## config.mk

```make
export PLATFORM = sky130hd
export DESIGN_NAME = phase_init_calc
export DESIGN_NICKNAME = d
export VERILOG_FILES = /design/src/rtl/phase_init_pkg.sv /design/src/rtl/phase_raw_sum.sv /design/src/rtl/phase_fold.sv /design/src/rtl/phase_pack.sv /design/src/rtl/phase_init_calc.sv
export SDC_FILE = /design/constraint.sdc
export NUM_CORES = 1
export LEC_CHECK = 0
export CAP_MARGIN = 30
export CELL_PAD_IN_SITES_DETAIL_PLACEMENT = 1
export CELL_PAD_IN_SITES_GLOBAL_PLACEMENT = 1
export CORE_UTILIZATION = 29
export DETAILED_ROUTE_END_ITERATION = 10
export GPL_TIMING_DRIVEN = 0
export PLACE_DENSITY = 0.76
export REMOVE_ABC_BUFFERS = 1
export SLEW_MARGIN = 15
export SYNTH_ARGS = -nofsm -noshare
export SYNTH_HDL_FRONTEND = slang
export SYNTH_SLANG_ARGS = --single-unit
```

## constraint.sdc

```tcl
create_clock -name clk -period 4.2 [get_ports clk]
set_clock_uncertainty 0.05 [all_clocks]
set_input_delay 1.26 -clock clk [delete_from_list [all_inputs] [get_ports clk]]
set_output_delay 1.26 -clock clk [all_outputs]
set_load 0.1 [all_outputs]
```

## src/rtl/phase_init_pkg.sv

```systemverilog
package phase_init_pkg;

  // Working phase type: signed, 0x10000 equals one pixel.
  typedef logic signed [31:0] phase_t;

  localparam phase_t ONE_PIX   = 32'sh0001_0000;
  localparam phase_t HALF_PIX  = 32'sh0000_8000;
  localparam phase_t MIN_PHASE = -32'sh0000_8000;
  localparam phase_t MAX_PHASE = 32'sh0001_8000;

  // Offset that moves the half-rate chroma sample onto the luma grid.
  function automatic phase_t cosite_offset(input logic sub_two, input logic cosited);
    return (sub_two && cosited) ? (HALF_PIX >>> 1) : '0;
  endfunction

  // scale / (2*sub); the operand is never negative, so a shift truncates toward zero.
  function automatic phase_t scale_term(input phase_t scale_ext, input logic sub_two);
    return sub_two ? (scale_ext >>> 2) : (scale_ext >>> 1);
  endfunction

  function automatic logic phase_in_range(input phase_t p);
    return (p >= MIN_PHASE) && (p <= MAX_PHASE);
  endfunction

  function automatic phase_t fold_phase(input phase_t p);
    return (p < 0) ? (p + ONE_PIX) : p;
  endfunction

endpackage

```

## src/rtl/phase_raw_sum.sv

```systemverilog
module phase_raw_sum
  import phase_init_pkg::*;
#(
  parameter int SCALE_W = 20
) (
  input  logic [SCALE_W-1:0] scale,
  input  logic               sub_two,
  input  logic               cosited,
  output phase_t             raw_phase
);
  localparam int PAD_W = 32 - SCALE_W;

  phase_t scale_ext;
  phase_t edge_start;

  assign scale_ext  = phase_t'({{PAD_W{1'b0}}, scale});
  assign edge_start = MIN_PHASE + cosite_offset(sub_two, cosited);
  assign raw_phase  = edge_start + scale_term(scale_ext, sub_two);
endmodule

```

## src/rtl/phase_fold.sv

```systemverilog
module phase_fold
  import phase_init_pkg::*;
(
  input  phase_t raw_phase,
  output phase_t folded,
  output logic   trip,
  output logic   out_of_range
);
  assign folded       = fold_phase(raw_phase);
  assign trip         = (raw_phase >= 0);
  assign out_of_range = !phase_in_range(raw_phase);
endmodule

```

## src/rtl/phase_pack.sv

```systemverilog
module phase_pack
  import phase_init_pkg::*;
#(
  parameter int OUT_W       = 16,
  parameter int FIELD_W     = 13,
  parameter int FIELD_SHIFT = 2,
  parameter int TRIP_POS    = 14
) (
  input  phase_t           folded,
  input  logic             trip,
  output logic [OUT_W-1:0] word
);
  localparam logic [31:0] FIELD_MASK = (32'd1 << FIELD_W) - 32'd1;

  logic [OUT_W-1:0] field_bits;
  logic [OUT_W-1:0] trip_bits;

  assign field_bits = OUT_W'((folded >>> FIELD_SHIFT) & FIELD_MASK);

  generate
    if (TRIP_POS < OUT_W) begin : g_trip_in_word
      assign trip_bits = OUT_W'(trip) << TRIP_POS;
    end else begin : g_trip_dropped
      assign trip_bits = '0;
    end
  endgenerate

  assign word = field_bits | trip_bits;
endmodule

```

## src/rtl/phase_init_calc.sv

```systemverilog
module phase_init_calc
  import phase_init_pkg::*;
#(
  parameter int SCALE_W     = 20,
  parameter int OUT_W       = 16,
  parameter int FIELD_W     = 13,
  parameter int FIELD_SHIFT = 2,
  parameter int TRIP_POS    = 14
) (
  input  logic               clk,
  input  logic               rst_n,
  input  logic               in_valid,
  input  logic [SCALE_W-1:0] scale_in,
  input  logic               sub_two,
  input  logic               cosited,
  output logic               out_valid,
  output logic [OUT_W-1:0]   phase_word,
  output logic               range_err
);
  // Named internal events, visible to the bound checker.
  phase_t           raw_phase;
  phase_t           folded_phase;
  logic             fold_trip;
  logic             fold_err;
  logic [OUT_W-1:0] packed_word;

  phase_raw_sum #(.SCALE_W(SCALE_W)) u_sum (
    .scale     (scale_in),
    .sub_two   (sub_two),
    .cosited   (cosited),
    .raw_phase (raw_phase)
  );

  phase_fold u_fold (
    .raw_phase    (raw_phase),
    .folded       (folded_phase),
    .trip         (fold_trip),
    .out_of_range (fold_err)
  );

  phase_pack #(
    .OUT_W       (OUT_W),
    .FIELD_W     (FIELD_W),
    .FIELD_SHIFT (FIELD_SHIFT),
    .TRIP_POS    (TRIP_POS)
  ) u_pack (
    .folded (folded_phase),
    .trip   (fold_trip),
    .word   (packed_word)
  );

  always_ff @(posedge clk) begin
    if (!rst_n) begin
      out_valid  <= 1'b0;
      phase_word <= '0;
      range_err  <= 1'b0;
    end else begin
      out_valid <= in_valid;
      if (in_valid) begin
        phase_word <= packed_word;
        range_err  <= fold_err;
      end
    end
  end
endmodule

```

==> metrics.cfg <==
[floorplanning]
die_w_um = 60.4
rows = 20
die_area_um2 = 3650
ios = 43
die-height_um = 60.4
core_area_um2 = 3150
start_util_pct = 31.3

[sta]
slew_violations = 0
setup_viol = 0
min_period_over_period_pct = 94.7
hold_viol = 0
finalHoldWorstSlack_ns = 0.439
clock.fmax_mhz = 252
timing.slew.headroom_pct = 34.6
period_needed_ns = 3.98
tightest_slew_ns = 0.978
rsz0062_at_grt = false

[clock_network]
clock_latency_ns = 0.29
cts_setup_buffers = 0
cts_root_buf = clkbuf_4
hold_buffers = 0
cts_buffers = 3
cts_tree = yes
cts_resized = 0
clk_pin_slew_worst_paths_ns = 0.09
cts.sinks = 16
h-tree-depth = 1
clockBufferDepth = 2

[synthesis]
synth-edff-count = 0
ys.flop_type = dfxtp_1
synth.distinct_cells = 31
avgSynthCellArea_um2 = 8.60
async_flop_share_pct = 0
synth_area_um2 = 988
yosysWarnings = 0
synthCells = 115
ys_seq_elements = 16
ys_seq_area_share_pct = 32.4

[route]
antenna_left = 0
drt_wl_total_mm = 2.79
remaining_drc_errors = 0
drt_iter0_markers = 24
wl_per_cell_um = 14.3
num_vias = 976
viasPerCell = 5.01
drt_first_pass_iters = 3

[final_layout]
layout_commonest_cell = clkdlybuf4s50_1
design_area_um2 = 1450
layout-drive-gt1-share_pct = 5.30
area_growth_pct = 47.1
nNetsFinal = 180
stdcell_count = 195
diodes = 0
utilization_pct = 46.1
mostFrequentLayoutCells = clkdlybuf4s50_1, dfxtp_1, mux2i_1

[critical_path]
slowest_delay_ns = 0.77
path_buf_inv = 1
cp-end-kind = flip-flop
cp_max_fo = 12
critPathTopFamily = simple AND/OR/NAND/NOR gates
crit_required_ns = 4.31
critPathKind = input pin to flip-flop
crit_top_cell = or4_1
critical_path.startpoint_type = input pin
cp.arrival_ns = 4.09
crit_slowest_cell = clkdlybuf4s50_1
worstPathCellList = clkdlybuf4s50_1, mux2_2, ha_1, or4_1, or4_1, o31ai_1, a31oi_1

[min_path]
hold_class = flip-flop to flip-flop

[grt]
grt_pass1_vias = 1055
grt_pass1_wl_mm = 4.60
track_usage_pct = 16.9
overflow = 0
grt_max_degree = 31
grt_antenna_before_repair = 0

[run_status]
outcome = finished clean

[run]
drv_cap = 0

[placement]
post_dp_cell_area_um2 = 1410
gp_congestion = 0.804
place_inst = 190
io_buffers = 39
hpwl_mm = 2.19

[power]
powerDensity_nw_per_um2 = 326
ir_drop_mv = 0.152
p_leak_nw = 0.656
finalPower_mw = 0.474

-- worst reg2reg max path, delay by kind of cell, from the launching register on --
kind           cells  cell delay, ns
flip-flops         1            0.35
AO/OA/AOI/OAI      2            0.26
-- synthesized netlist by cell type, types with 3 or more instances --
library cell  count  share of area, %
o211a_1          12                12
nor2_1            5               1.9
nor4_1            3               1.9
ha_1              3               3.8
dfxtp_1          16                32
nand2_1          14               5.3
clkbuf_1          5               1.9
mux2i_1          15                15
a21oi_1           8               4.1
o21ai_0           3               1.5
-- layout make-up --
cell class	count	area [um2]
clock buffer	4	36.3
fill	398	1700
tap	44	55.1
sequential	16	320
multi-input combinational	88	618
timing repair buffer	41	417
inverter	2	7.51
-- logic make-up after synthesis --
group	count (synthesis)	synth area share [%]
DFF	16	32.4
muxes	16	16.3
other	1	0.379
buffers and inverters	12	5.44
adders and majority gates	3	3.80
AOI/OAI and AO/OA	27	20.6
xor gates and xnor gates	1	0.886
and+or+nand+nor	39	20.1
-- stage by stage --
stage / TNS (ns) / setup WS, ns
floorplan: 0 / 0.915
global placement: -0.610 / -0.610
detailed placement: -0.0926 / -0.0926
CTS: 0 / 0.211
global route: 0 / 0.103
finish: 0 / 0.224
-- registers in the layout (all words and copies together) (netlist names) --
register    count
phase_word     14
out_valid       1
range_err       1
-- per-layer routing --
layer	global-route usage, %	share of wire, %	vias up
met4	3.65	0	0
li1	-	-	487
met1	18.8	43	453
met2	31.9	50	36
met3	4.48	6.7	0
met5	0	0	-
-- final timing paths --
check,slack [ns],endpoint,cells past startpoint,from
min reg2reg,0.44,phase_word[11],1,phase_word[11]
min,0.44,phase_word[11],1,phase_word[11]
max reg2reg,3.47,range_err,2,range_err
max,0.22,range_err,7,sub_two
-- power by group --
| part | switching, mW | internal, mW | total (mW) | leakage, nW |
|---|---|---|---|---|
| sequential | 0.00576 | 0.163 | 0.169 | 0.133 |
| combinational | 0.136 | 0.0654 | 0.202 | 0.502 |
| clock | 0.0508 | 0.0527 | 0.104 | 0.0210 |
Note: power is estimated with default switching activity, not from simulation.
